$ cat src/rtl/uart_pb_tx_pkg.sv
package uart_pb_tx_pkg;

   // Frame kinds, chosen at each bit boundary
   typedef enum logic [2:0] {
      FK_NONE  = 3'd0,
      FK_BREAK = 3'd1,
      FK_MARK  = 3'd2,
      FK_IDLE  = 3'd3,
      FK_DATA  = 3'd4
   } frame_kind_e;

endpackage

$ cat src/rtl/tx_ctrl_regs.sv
module tx_ctrl_regs (
   input  logic clk,
   input  logic rst_n,
   input  logic mod_en,
   input  logic ctl_wr,
   input  logic ctl_te,
   input  logic ctl_brk,
   input  logic clr_idle,
   input  logic clr_brk,
   output logic te_q,
   output logic sbk_q,
   output logic idle_pend,
   output logic brk_pend
);

   logic wr_ok, te_rise, brk_rise;

   assign wr_ok    = ctl_wr && mod_en;
   assign te_rise  = wr_ok && ctl_te && !te_q;
   assign brk_rise = wr_ok && ctl_brk && !sbk_q;

   always_ff @(posedge clk or negedge rst_n) begin
      if (!rst_n) begin
         te_q      <= 1'b0;
         sbk_q     <= 1'b0;
         idle_pend <= 1'b0;
         brk_pend  <= 1'b0;
      end else begin
         if (wr_ok) begin
            te_q  <= ctl_te;
            sbk_q <= ctl_brk;
         end
         if (te_rise)
            idle_pend <= 1'b1;
         else if (clr_idle)
            idle_pend <= 1'b0;
         if (brk_rise)
            brk_pend <= 1'b1;
         else if (clr_brk)
            brk_pend <= 1'b0;
      end
   end

endmodule

$ cat src/rtl/tx_hold_buf.sv
module tx_hold_buf #(
   parameter int DATA_W = 8
) (
   input  logic              clk,
   input  logic              rst_n,
   input  logic              wr,
   input  logic [DATA_W-1:0] wdata,
   input  logic              take,
   output logic [DATA_W-1:0] rdata,
   output logic              full
);

   always_ff @(posedge clk or negedge rst_n) begin
      if (!rst_n) begin
         rdata <= '0;
         full  <= 1'b0;
      end else begin
         if (wr) begin
            rdata <= wdata;
            full  <= 1'b1;
         end else if (take) begin
            full  <= 1'b0;
         end
      end
   end

endmodule

$ cat src/rtl/tx_frame_pick.sv
module tx_frame_pick
   import uart_pb_tx_pkg::*;
(
   input  logic        clk,
   input  logic        rst_n,
   input  logic        boundary,
   input  logic        te_q,
   input  logic        sbk_q,
   input  logic        brk_pend,
   input  logic        idle_pend,
   input  logic        buf_full,
   output frame_kind_e pick,
   output logic        mark_pend
);

   always_comb begin
      if (!te_q)
         pick = FK_NONE;
      else if (sbk_q || brk_pend)
         pick = FK_BREAK;
      else if (mark_pend)
         pick = FK_MARK;
      else if (idle_pend)
         pick = FK_IDLE;
      else if (buf_full)
         pick = FK_DATA;
      else
         pick = FK_NONE;
   end

   always_ff @(posedge clk or negedge rst_n) begin
      if (!rst_n)
         mark_pend <= 1'b0;
      else if (boundary) begin
         if (pick == FK_BREAK)
            mark_pend <= 1'b1;
         else if (pick == FK_MARK)
            mark_pend <= 1'b0;
      end
   end

endmodule

$ cat src/rtl/tx_shifter.sv
module tx_shifter #(
   parameter int FRAME_W = 10,
   parameter int CNT_W   = 4
) (
   input  logic               clk,
   input  logic               rst_n,
   input  logic               bit_tick,
   input  logic               load,
   input  logic [FRAME_W-1:0] load_word,
   input  logic [CNT_W-1:0]   load_len,
   output logic               busy,
   output logic               last,
   output logic               txd
);

   logic [FRAME_W-1:0] sh;
   logic [CNT_W-1:0]   cnt;

   assign last = busy && (cnt == CNT_W'(1));
   assign txd  = busy ? sh[0] : 1'b1;

   always_ff @(posedge clk or negedge rst_n) begin
      if (!rst_n) begin
         sh   <= '1;
         cnt  <= '0;
         busy <= 1'b0;
      end else if (bit_tick) begin
         if (load) begin
            sh   <= load_word;
            cnt  <= load_len;
            busy <= 1'b1;
         end else if (busy) begin
            if (last)
               busy <= 1'b0;
            else begin
               sh  <= {1'b1, sh[FRAME_W-1:1]};
               cnt <= cnt - CNT_W'(1);
            end
         end
      end
   end

endmodule

$ cat src/rtl/uart_pb_tx.sv
module uart_pb_tx
   import uart_pb_tx_pkg::*;
#(
   parameter int DATA_W    = 8,
   parameter bit MSB_FIRST = 1'b0
) (
   input  logic              clk,
   input  logic              rst_n,
   input  logic              bit_tick,
   input  logic              mod_en,
   input  logic              ctl_wr,
   input  logic              ctl_te,
   input  logic              ctl_brk,
   input  logic              dat_wr,
   input  logic [DATA_W-1:0] dat_in,
   output logic              txd,
   output logic              tx_empty,
   output logic              tx_done
);

   localparam int FRAME_W = DATA_W + 2;
   localparam int CNT_W   = $clog2(FRAME_W + 1);

   if (DATA_W < 5 || DATA_W > 9) begin : g_bad_width
      $error("uart_pb_tx: DATA_W must lie in 5..9");
   end

   logic              te_q, sbk_q, idle_pend, brk_pend;
   logic [DATA_W-1:0] buf_data, ordered;
   logic              buf_full;
   logic              sh_busy, sh_last;
   logic              boundary, load, take_data, clr_idle, clr_brk;
   logic              mark_pend;
   frame_kind_e       pick;
   logic [FRAME_W-1:0] word;
   logic [CNT_W-1:0]   len;

   assign boundary  = bit_tick && (!sh_busy || sh_last);
   assign load      = boundary && (pick != FK_NONE);
   assign take_data = boundary && (pick == FK_DATA);
   assign clr_brk   = boundary && (pick == FK_BREAK);
   assign clr_idle  = boundary && (pick == FK_BREAK || pick == FK_IDLE);

   tx_ctrl_regs u_ctrl (
      .clk       (clk),
      .rst_n     (rst_n),
      .mod_en    (mod_en),
      .ctl_wr    (ctl_wr),
      .ctl_te    (ctl_te),
      .ctl_brk   (ctl_brk),
      .clr_idle  (clr_idle),
      .clr_brk   (clr_brk),
      .te_q      (te_q),
      .sbk_q     (sbk_q),
      .idle_pend (idle_pend),
      .brk_pend  (brk_pend)
   );

   tx_hold_buf #(.DATA_W(DATA_W)) u_buf (
      .clk   (clk),
      .rst_n (rst_n),
      .wr    (dat_wr),
      .wdata (dat_in),
      .take  (take_data),
      .rdata (buf_data),
      .full  (buf_full)
   );

   tx_frame_pick u_pick (
      .clk       (clk),
      .rst_n     (rst_n),
      .boundary  (boundary),
      .te_q      (te_q),
      .sbk_q     (sbk_q),
      .brk_pend  (brk_pend),
      .idle_pend (idle_pend),
      .buf_full  (buf_full),
      .pick      (pick),
      .mark_pend (mark_pend)
   );

   // Bit order of the payload
   if (MSB_FIRST) begin : g_msb
      for (genvar i = 0; i < DATA_W; i++) begin : g_rev
         assign ordered[i] = buf_data[DATA_W-1-i];
      end
   end else begin : g_lsb
      assign ordered = buf_data;
   end

   always_comb begin
      word = '1;
      len  = CNT_W'(FRAME_W);
      unique case (pick)
         FK_BREAK: word = '0;
         FK_MARK:  len  = CNT_W'(1);
         FK_DATA:  word = {1'b1, ordered, 1'b0};
         default:  word = '1;
      endcase
   end

   tx_shifter #(.FRAME_W(FRAME_W), .CNT_W(CNT_W)) u_shift (
      .clk       (clk),
      .rst_n     (rst_n),
      .bit_tick  (bit_tick),
      .load      (load),
      .load_word (word),
      .load_len  (len),
      .busy      (sh_busy),
      .last      (sh_last),
      .txd       (txd)
   );

   assign tx_empty = !buf_full;
   assign tx_done  = !sh_busy && !buf_full && !idle_pend && !brk_pend
                     && !mark_pend && !sbk_q;

endmodule

$ cat config.mk
export PLATFORM = sky130hd
export DESIGN_NAME = uart_pb_tx
export DESIGN_NICKNAME = d
export VERILOG_FILES = /design/src/rtl/uart_pb_tx_pkg.sv /design/src/rtl/tx_ctrl_regs.sv /design/src/rtl/tx_hold_buf.sv /design/src/rtl/tx_frame_pick.sv /design/src/rtl/tx_shifter.sv /design/src/rtl/uart_pb_tx.sv
export SDC_FILE = /design/constraint.sdc
export NUM_CORES = 1
export LEC_CHECK = 0
export CAP_MARGIN = 20
export CELL_PAD_IN_SITES_DETAIL_PLACEMENT = 0
export CELL_PAD_IN_SITES_GLOBAL_PLACEMENT = 1
export CORE_UTILIZATION = 44
export DETAILED_ROUTE_END_ITERATION = 8
export DONT_BUFFER_PORTS = 1
export PLACE_DENSITY_LB_ADDON = 0.1
export SYNTH_ARGS = -nofsm -noshare
export SYNTH_HDL_FRONTEND = slang
export SYNTH_SLANG_ARGS = --single-unit
export TNS_END_PERCENT = 5
$ cat constraint.sdc
create_clock -name clk -period 1.7 [get_ports clk]
set_clock_uncertainty 0.05 [all_clocks]
set_input_delay 0.17 -clock clk [delete_from_list [all_inputs] [get_ports clk]]
set_output_delay 0.17 -clock clk [all_outputs]
set_load 0.01 [all_outputs]
==> out/metrics.yaml, run 1 <==
clocking:
  clk_latency_ns: 0.33
  path_clk_slew_ns: 0.10
  clkSinkCount: 29
  root_buffer: "clkbuf_4"
  cts_buffers: 5
  cts_tree: "done"
  htree_levels: 2
  clockBufferDepth: 2
timing:
  min_period_ns: 1.83
  setup_slack_ns: -0.128
  slew_headroom_pct: 68.2
  fmax_mhz: 547
  setup_viol_count_final: 12
  worstMarginPinSlew_ns: 0.473
  final_hold_viol_count: 0
  finalCritPeriodShare_pct: 108
  finalSetupTns_ns: -1.03
  rsz0062_at_grt: "yes"
  final_max_slew_viol_count: 0
final_layout:
  final_common_cell: "dfrtp_1"
  mostFrequentLayoutCells: "19 x dfrtp_1, 16 x buf_4, 14 x inv_1, 14 x dlygate4sd3_1, 13 x o21ai_0"
  n_antenna_cell: 0
  syn2layout_area_growth_pct: 31.4
  fin_nets: 184
  fillers: 276
  drive_gt1_share_pct: 34.1
drt:
  wl_per_cell_um: 14.5
  via_per_inst: 5.24
  firstDrtPassIters: 3
  wl_um: 3050
  ant_nets: 0
  initialDrtViolationCount: 28
  drc: 0
  num_vias: 1106
critical_path:
  critPathKind: "reg -> out"
  max_stage_delay_ns: 0.57
  critPathRequiredTime_ns: 1.48
  worstPathArrival_ns: 1.61
  crit_start: "u_ctrl.sbk_q"
  start_kind: "flop"
  reg2reg_to: "u_shift.sh[4]"
  cp-end-kind: "primary output"
  r2r_slack_ns: -0.12
  reg2regPathDepth: 6
  critPathMaxFanout: 3
  path_cells: "or4_4, buf_4, nor3_4"
  crit_end: "tx_done"
  rr_startpoint: "u_ctrl.sbk_q"
  cp_slowest_cell: "or4_4"
logic_synthesis:
  seq_area_frac_synth_pct: 51.6
  yosys_warnings: 0
  yosysTopAreaCell: "dfrtp_1"
  synth_top_area_share_pct: 33.2
  netlist_area_um2: 1430
  syn_nets: 148
  synth_seq_cells: 29
  yosysUniqueCellTypes: 37
  synthArstFlopShare_pct: 100
  synthTopCellsByArea: "dfrtp_1 33%, dfstp_2 18%, mux2_2 8.7%"
  synth_enable_flop_cells: 0
  synthCells: 130
  synthFlopType: "dfrtp_1"
  synth.avg_cell_area_um2: 11.0
power:
  irDropWorstVdd_mv: 0.637
  power.density_nw_per_um2: 1340
  power.leakage_nw: 0.827
placed_design:
  dp_slack_ns: -0.125
  port_buffers: 0
  dp_hpwl_um: 2020
  gp_congestion: 0.791
floorplanning:
  die-area_um2: 3480
  dieHeight_um: 59.0
  io_pins: 19
  core_area_um2: 3080
  placementRows: 20
  die_w_um: 59.0
  start_util_pct: 46.5
run:
  drv_cap: 0
grt:
  grt_usage_pct: 19.9
  grt-ovfl-total: 0
  grt_pass1_vias: 1154
  grt_start_max_net_pins: 30
  antenna_found_initial: 0
  grt_pass1_wl_um: 4980
hold_path:
  hold-path-cell-count: 2
  hold_class: "in -> reg"
run_status:
  outcome: "complete, but fails checks"
  violations: "negative setup slack"
[synthesized netlist by cell type (2+ instances only)]
cell	instances
dfrtp_1	19
inv_1	14
o21ai_0	13
nand2_1	12
mux2_2	11
dfstp_2	10
a32oi_1	8
clkbuf_1	3
nand2b_1	3
nor3_1	3
a21boi_1	2
a21oi_1	2
a31oi_1	2
buf_6	2
ha_1	2
mux2i_1	2
nor3b_1	2
[registers in the layout (all words and copies together), names as in the netlist]
| name | cells |
|---|---|
| u_pick.mark_pend | 1 |
| u_shift.busy | 1 |
| u_buf.rdata | 8 |
| u_buf.full | 1 |
| u_ctrl.brk_pend | 1 |
| u_ctrl.sbk_q | 1 |
| u_shift.cnt | 4 |
| u_ctrl.idle_pend | 1 |
| u_ctrl.te_q | 1 |
| u_shift.sh | 10 |
[layout make-up]
type	count	area [um2]	share of cell area (%)
clock buffer	6	41.3	2.20
inverter	14	52.6	2.80
multi-input combinational	82	634	33.8
timing repair buffer	34	323	17.2
sequential	29	738	39.3
tap	44	55.1	2.93
clock inverter	2	35.0	1.86
[cell families after synthesis]
family | after synthesis | synth area share, %
multiplexers | 13 | 10.1
flip-flops | 29 | 51.6
AND/OR/NAND/NOR | 26 | 9.71
adder cells (fa/ha/maj) | 2 | 1.75
AO/OA/AOI/OAI | 41 | 20.8
buffers and inverters | 19 | 6.04
[repair_timing]
item,4_1_cts,5_1_grt
setup buffers,2,0
pin swaps,4,2
endpoints found under the setup margin,13,16
hold buffers,14,1
gates resized for setup,4,3
endpoints found under the hold margin,46,1
[through the flow]
step                power (W)  instances  hold WS (ns)  cell area (um2)  utilization (%)
finish                0.00251        211        0.0163             1880             61.1
floorplan             0.00159        130        -0.176             1440                -
detailed placement    0.00188        186        -0.175             1600             51.9
CTS                   0.00252        210       0.00870             1860             60.4
global placement      0.00186        186        -0.175             1600             51.9
global route          0.00268        211       0.00301             1880             61.1
[power breakdown]
part / internal (W) / switching, W / leakage (nW)
Sequential: 0.000973 / 0.000119 / 0.323
Combinational: 0.000457 / 0.000410 / 0.462
Clock: 0.000308 / 0.000246 / 0.0422
Total: 0.00174 / 0.000775 / 0.827
[critical path, delay by kind of cell (launching register included)]
kind,cells,cell delay [ns]
and+or+nand+nor,2,0.72
DFF,1,0.39
buffers and inverters,1,0.17
[worst min path at each step]
stage            from          endpoint  slack (ns)
2_1_floorplan   rst_n        u_buf.full       -0.18
3_3_place_gp    rst_n  u_ctrl.idle_pend       -0.18
3_5_place_dp    rst_n  u_ctrl.idle_pend       -0.17
4_1_cts        mod_en  u_ctrl.idle_pend       0.009
5_1_grt        ctl_wr  u_ctrl.idle_pend       0.003
6_report       mod_en   u_ctrl.brk_pend        0.02
[per-layer routing]
metal / wire length, um / track usage, % / vias to the layer above
li1: - / - / 543
met3: 105 / 5.24 / 7
met1: 1430 / 25.2 / 538
met4: 51 / 9.86 / 0
met5: 0 / 0 / -
met2: 1460 / 31.5 / 18
Note: power is estimated with default switching activity, not from simulation.
==> run 2: changes to the inputs <==
CORE_MARGIN = 3   (was default)
==> run 2 against run 1 <==
The flow still finishes with violations (negative setup slack). Maximum frequency is essentially flat. Setup slack gained 0.0011 ns. Sequential cell count unchanged. Worst hold slack better by 0.0041 ns. Global-route usage down 1.8 points. First-iteration DRC count rose by 82%. Core utilization is 0.081 points lower. Critical path type unchanged. Largest cell class unchanged. Largest power group unchanged.
==> out/metrics.yaml, run 2 (synthesis results as in run 1) <==
drt:
  wl_um: 3170  # was 3050 um
  num_vias: 1113  # was 1106
  initialDrtViolationCount: 51  # was 28
  wl_per_cell_um: 15.0  # was 14.5 um
  firstDrtPassIters: 4  # was 3
  drc: 0  # unchanged
  ant_nets: 0  # unchanged
  via_per_inst: 5.27  # was 5.24
final_layout:
  final_common_cell: "dfrtp_1"  # unchanged
  n_antenna_cell: 0  # unchanged
  syn2layout_area_growth_pct: 31.2  # was 31.4%
  mostFrequentLayoutCells: "19 x dfrtp_1, 17 x buf_4, 13 x inv_1, 13 x o21ai_0, 13 x dlygate4sd3_1"  # was 19 x dfrtp_1, 16 x buf_4, 14 x inv_1, 14 x dlygate4sd3_1, 13 x o21ai_0
  top_regs: "u_shift.sh x10, u_buf.rdata x8, u_shift.cnt x4"  # unchanged
  fillers: 283  # was 276
  drive_gt1_share_pct: 38.3  # was 34.1%
  seqCellArea_um2: 738  # unchanged
  fin_nets: 184  # unchanged
  largest_reg_flops: 10  # unchanged
  final_util_pct: 61.0  # was 61.1%
  multi_input_comb_area_um2: 661  # was 634 um2
  top_register: "u_shift.sh"  # unchanged
grt:
  met1_usage_pct: 22.8  # was 25.2%
  met3_usage_pct: 7.19  # was 5.24%
  grt_pass1_wl_um: 5460  # was 4980 um
  top_usage_layer: "met2"  # unchanged
  grt-ovfl-total: 0  # unchanged
  grtUsageMet2_pct: 27.9  # was 31.5%
  grt_pass1_vias: 1130  # was 1154
  grt_usage_pct: 18.1  # was 19.9%
  grt_start_max_net_pins: 30  # unchanged
  antenna_found_initial: 0  # unchanged
clocking:
  path_clk_slew_ns: 0.10  # about the same
  clkSinkCount: 29  # unchanged
  clk_latency_ns: 0.33  # about the same
  root_buffer: "clkbuf_4"  # unchanged
  cts_buffers: 5  # unchanged
  cts_tree: "done"  # unchanged
  htree_levels: 2  # unchanged
  clockBufferDepth: 2  # unchanged
critical_path:
  worstPathArrival_ns: 1.61  # about the same
  critPathMaxFanout: 3  # unchanged
  r2r_slack_ns: -0.11  # was -0.12 ns
  critPathRequiredTime_ns: 1.48  # about the same
  crit_start: "u_pick.mark_pend"  # was u_ctrl.sbk_q
  start_kind: "flop"  # unchanged
  rr_startpoint: "u_shift.cnt[1]"  # was u_ctrl.sbk_q
  cp-end-kind: "primary output"  # unchanged
  critPathKind: "reg -> out"  # unchanged
timing:
  fmax_mhz: 547  # about the same
  final_hold_viol_count: 0  # unchanged
  final_max_slew_viol_count: 0  # unchanged
  setup_slack_ns: -0.127  # was -0.128 ns
  min_period_ns: 1.83  # about the same
  hold_ws_ns: 0.0204  # was 0.0163 ns
  finalCritPeriodShare_pct: 107  # was 108%
  worstMarginPinSlew_ns: 0.442  # was 0.473 ns
  setup_viol_count_final: 14  # was 12
  slew_headroom_pct: 70.3  # was 68.2%
  rsz0062_at_grt: "yes"  # unchanged
floorplanning:
  die-area_um2: 3970  # was 3480 um2
  start_util_pct: 46.5  # unchanged
  placementRows: 20  # unchanged
  core_area_um2: 3080  # unchanged
  die_w_um: 63.0  # was 59.0 um
  dieHeight_um: 63.0  # was 59.0 um
  io_pins: 19  # unchanged
power:
  power.leakage_nw: 0.818  # was 0.827 nW
  finalPower_w: 0.00242  # was 0.00251 W
  irDropWorstVdd_mv: 0.709  # was 0.637 mV
  power.density_nw_per_um2: 1290  # was 1340 nW/um2
run_status:
  violations: "negative setup slack"  # unchanged
  outcome: "complete, but fails checks"  # unchanged
placed_design:
  dp_hpwl_um: 2050  # was 2020 um
  gp_congestion: 0.796  # was 0.791
  port_buffers: 0  # unchanged
hold_path:
  worstHoldStart: "mod_en"  # unchanged
  hold_class: "in -> reg"  # unchanged
run:
  drv_cap: 0  # unchanged
run 2: power breakdown:
| part | internal (W) | total [W] | switching, W |
|---|---|---|---|
| combinational | 0.000480 | 0.000911 | 0.000431 |
| clock | 0.000161 | 0.000405 | 0.000244 |
| sequential | 0.000973 | 0.00110 | 0.000127 |
run 2: cell type report:
| type | count | share of cell area (%) |
|---|---|---|
| clock inverter | 1 | 0.267 |
| clock buffer | 7 | 2.40 |
| sequential | 29 | 39.3 |
| inverter | 14 | 2.80 |
| multi-input combinational | 82 | 35.2 |
| tap | 44 | 2.93 |
| timing repair buffer | 34 | 17.1 |
run 2: worst paths after layout:
path | endpoint | depth (start not counted)
worst max-delay path | tx_done | 3
worst max register to register | u_shift.sh[4] | 7
worst min register to register | u_shift.sh[1] | 2
max in group asynchronous | u_shift.sh[1] | 2
min in group asynchronous | u_ctrl.idle_pend | 2
worst min-delay path | u_ctrl.idle_pend | 2
run 2: critical path, cell delays in order (launching register included):
cell and delay [ns]:
dfrtp_1 0.39, or4_4 0.58, buf_6 0.15, nor3_4 0.15
run 2: timing repair:
item / CTS / global route
hold buffers: 14 / 0
setup buffers: 0 / 2
endpoints found under the hold margin: 46 / 0
resized for setup: 6 / 8
pin swaps: 1 / 9
setup endpoints to repair: 13 / 20
run 2: metal layers:
| layer | share of wire, % | wire length (um) | up-vias |
|---|---|---|---|
| li1 | - | - | 550 |
| met1 | 45 | 1440 | 535 |
| met2 | 48 | 1520 | 22 |
| met3 | 4.9 | 155 | 6 |
| met4 | 1.7 | 53 | 0 |
| met5 | 0 | 0 | - |
run 2: metrics by stage:
step / cells / setup TNS, ns / worst slack (ns) / area (um2)
2_1_floorplan: 130 / -0.165 / -0.0236 / 1440
3_3_place_gp: 187 / -0.543 / -0.0810 / 1600
3_5_place_dp: 187 / -0.957 / -0.132 / 1600
4_1_cts: 209 / -0.938 / -0.134 / 1830
5_1_grt: 211 / -2.19 / -0.175 / 1880
6_report: 211 / -0.907 / -0.127 / 1880
==> run 3: changes to the inputs <==
PLACE_DENSITY = 0.81   (was default)
PLACE_DENSITY_LB_ADDON = default   (was 0.1)
==> run 3 against run 2 <==
The flow still finishes with violations (negative setup slack). Die area unchanged. Final cell count up 1.4%. First-iteration DRC count down 14%.
==> out/metrics.yaml, run 3 (synthesis results as in run 1) <==
floorplanning:
  core_area_um2: 3080  # unchanged
  io_pins: 19  # unchanged
  dieHeight_um: 63.0  # unchanged
  start_util_pct: 46.5  # unchanged
  die-area_um2: 3970  # unchanged
  placementRows: 20  # unchanged
  die_w_um: 63.0  # unchanged
grt:
  antenna_found_initial: 0  # unchanged
  grt_pass1_vias: 1254  # was 1130
  grt_usage_pct: 18.6  # was 18.1%
  grt_start_max_net_pins: 30  # unchanged
  grt-ovfl-total: 0  # unchanged
  grt_pass1_wl_um: 5710  # was 5460 um
clocking:
  clockBufferDepth: 2  # unchanged
  cts_tree: "done"  # unchanged
  cts_buffers: 5  # unchanged
  htree_levels: 2  # unchanged
  clk_latency_ns: 0.32  # was 0.33 ns
  root_buffer: "clkbuf_4"  # unchanged
  clkSinkCount: 29  # unchanged
  path_clk_slew_ns: 0.09  # was 0.10 ns
drt:
  m1WireLength_um: 1450  # was 1440 um
  met2_length_um: 1610  # was 1520 um
  wl_um: 3290  # was 3170 um
  wl_per_cell_um: 15.4  # was 15.0 um
  highest-signal-layer: "met4"  # unchanged
  drc: 0  # unchanged
  ant_nets: 0  # unchanged
  via_per_inst: 5.47  # was 5.27
  firstDrtPassIters: 4  # unchanged
  num_vias: 1170  # was 1113
  wl_met3_um: 158  # was 155 um
  initialDrtViolationCount: 44  # was 51
final_layout:
  largest_reg_flops: 10  # unchanged
  fin_nets: 187  # was 184
  final_common_cell: "dfrtp_1"  # unchanged
  stdcell_area_um2: 1960  # was 1880 um2
  top_regs: "u_shift.sh x10, u_buf.rdata x8, u_shift.cnt x4"  # unchanged
  mostFrequentLayoutCells: "19 x dfrtp_1, 16 x buf_4, 14 x inv_1, 13 x dlygate4sd3_1, 11 x nand2_1"  # was 19 x dfrtp_1, 17 x buf_4, 13 x inv_1, 13 x o21ai_0, 13 x dlygate4sd3_1
  syn2layout_area_growth_pct: 37.1  # was 31.2%
  fillers: 268  # was 283
  n_antenna_cell: 0  # unchanged
  top_register: "u_shift.sh"  # unchanged
  drive_gt1_share_pct: 38.2  # was 38.3%
power:
  pwr-share-seq_pct: 41.6  # was 45.5%
  power.density_nw_per_um2: 1340  # was 1290 nW/um2
  power.leakage_nw: 0.862  # was 0.818 nW
  finalPower_w: 0.00264  # was 0.00242 W
  p_sw_w: 0.000809  # was 0.000802 W
  clock_power_share_pct: 22.2  # was 16.8%
  irDropWorstVdd_mv: 0.770  # was 0.709 mV
  combPwrFrac_pct: 36.2  # was 37.7%
  internal_power_w: 0.00183  # was 0.00161 W
  switching_share_pct: 30.7  # was 33.2%
timing:
  finalCritPeriodShare_pct: 112  # was 107%
  hold_ws_ns: 0.0265  # was 0.0204 ns
  rsz0062_at_grt: "yes"  # unchanged
  slew_headroom_pct: 68.7  # was 70.3%
  setup_slack_ns: -0.201  # was -0.127 ns
  fmax_mhz: 526  # was 547 MHz
  min_period_ns: 1.90  # was 1.83 ns
  setup_viol_count_final: 16  # was 14
  worstMarginPinSlew_ns: 0.467  # was 0.442 ns
  final_hold_viol_count: 0  # unchanged
  final_max_slew_viol_count: 0  # unchanged
critical_path:
  critPathKind: "reg -> reg"  # was reg -> out
  rr_startpoint: "u_ctrl.sbk_q"  # was u_shift.cnt[1]
  r2r_slack_ns: -0.20  # was -0.11 ns
  reg2reg_to: "u_shift.sh[3]"  # was u_shift.sh[4]
  start_kind: "flop"  # unchanged
  worstPathArrival_ns: 2.10  # was 1.61 ns
  critPathRequiredTime_ns: 1.90  # was 1.48 ns
  cp-end-kind: "flop"  # was primary output
  critPathMaxFanout: 4  # was 3
  reg2regPathDepth: 6  # was 7
hold_path:
  hold_class: "in -> reg"  # unchanged
  holdPathEnd: "u_ctrl.idle_pend"  # unchanged
  worstHoldStart: "mod_en"  # unchanged
  hold-path-cell-count: 2  # unchanged
run:
  drv_cap: 0  # unchanged
run_status:
  violations: "negative setup slack"  # unchanged
  outcome: "complete, but fails checks"  # unchanged
placed_design:
  placed_area_um2: 1610  # was 1600 um2
  port_buffers: 0  # unchanged
  dp_hpwl_um: 2090  # was 2050 um
  gp_congestion: 0.760  # was 0.796
## run 3: changes by cell type in the layout (fill, tap and decap cells not counted), moves of 3 or more
cell     previous run  this run
nand2_1             8        11
o21ai_0            13         5
nand2_2             4         0
o21ai_1             0         7
buf_6               2         6
## run 3: area by class of cell
class	instances	area (um2)	area share, %
Timing Repair Buffer	37	358	18.3
Sequential cell	29	738	37.7
Inverter	14	52.6	2.68
Clock inverter	1	30.0	1.53
Multi-Input combinational cell	82	672	34.3
Tap cell	44	55.1	2.81
Clock buffer	7	55.1	2.81
## run 3: worst max path at each step
| stage | depth (start not counted) | start | slack [ns] | to |
|---|---|---|---|---|
| final | 6 | u_ctrl.sbk_q | -0.20 | u_shift.sh[3] |
| after detailed placement | 7 | u_shift.cnt[1] | -0.13 | u_shift.sh[5] |
| after global routing | 4 | u_ctrl.sbk_q | -0.27 | tx_done |
| after global placement | 7 | u_shift.cnt[1] | -0.07 | u_shift.sh[5] |
| after floorplan | 6 | u_shift.cnt[1] | -0.02 | u_shift.cnt[1] |
| after CTS | 4 | u_ctrl.idle_pend | -0.17 | tx_done |
## run 3: what timing repair did
action                     4_1_cts  5_1_grt
gates cloned                     0        1
setup endpoints to repair       13       20
hold buffers                    14        0
hold endpoints to repair        46        0
gates resized for setup         12       15
setup buffers                    2        1
pin swaps                       10       10
## run 3: metrics by stage
step	std cells	utilization, %	worst slack (ns)	setup TNS (ns)
floorplan	130	-	-0.0236	-0.165
global placement	188	52.4	-0.0680	-0.517
detailed placement	188	52.4	-0.125	-0.986
CTS	212	62.0	-0.166	-1.55
global route	214	63.7	-0.273	-3.53
finish	214	63.7	-0.201	-2.43
## run 3: power groups by stage
stage	clock network, W	logic [W]	registers, W
finish	0.000584	0.000954	0.00110
global placement	0	0.000758	0.00109
global route	0.000639	0.00106	0.00113
CTS	0.000605	0.000891	0.00109
detailed placement	0	0.000782	0.00110
floorplan	0	0.000485	0.00110
## run 3: layer usage
| metal | vias up | global-route usage (%) |
|---|---|---|
| met5 | - | 0 |
| met4 | 0 | 8.82 |
| met3 | 7 | 5.22 |
| met2 | 33 | 29.0 |
| met1 | 575 | 23.6 |
| li1 | 555 | - |
## run 3: critical path, stage by stage (launching register included)
cell,delay (ns)
dfrtp_1,0.40
or4_4,0.57
buf_6,0.14
o21ai_4,0.22
buf_6,0.15
o21ai_0,0.08
a32oi_1,0.21
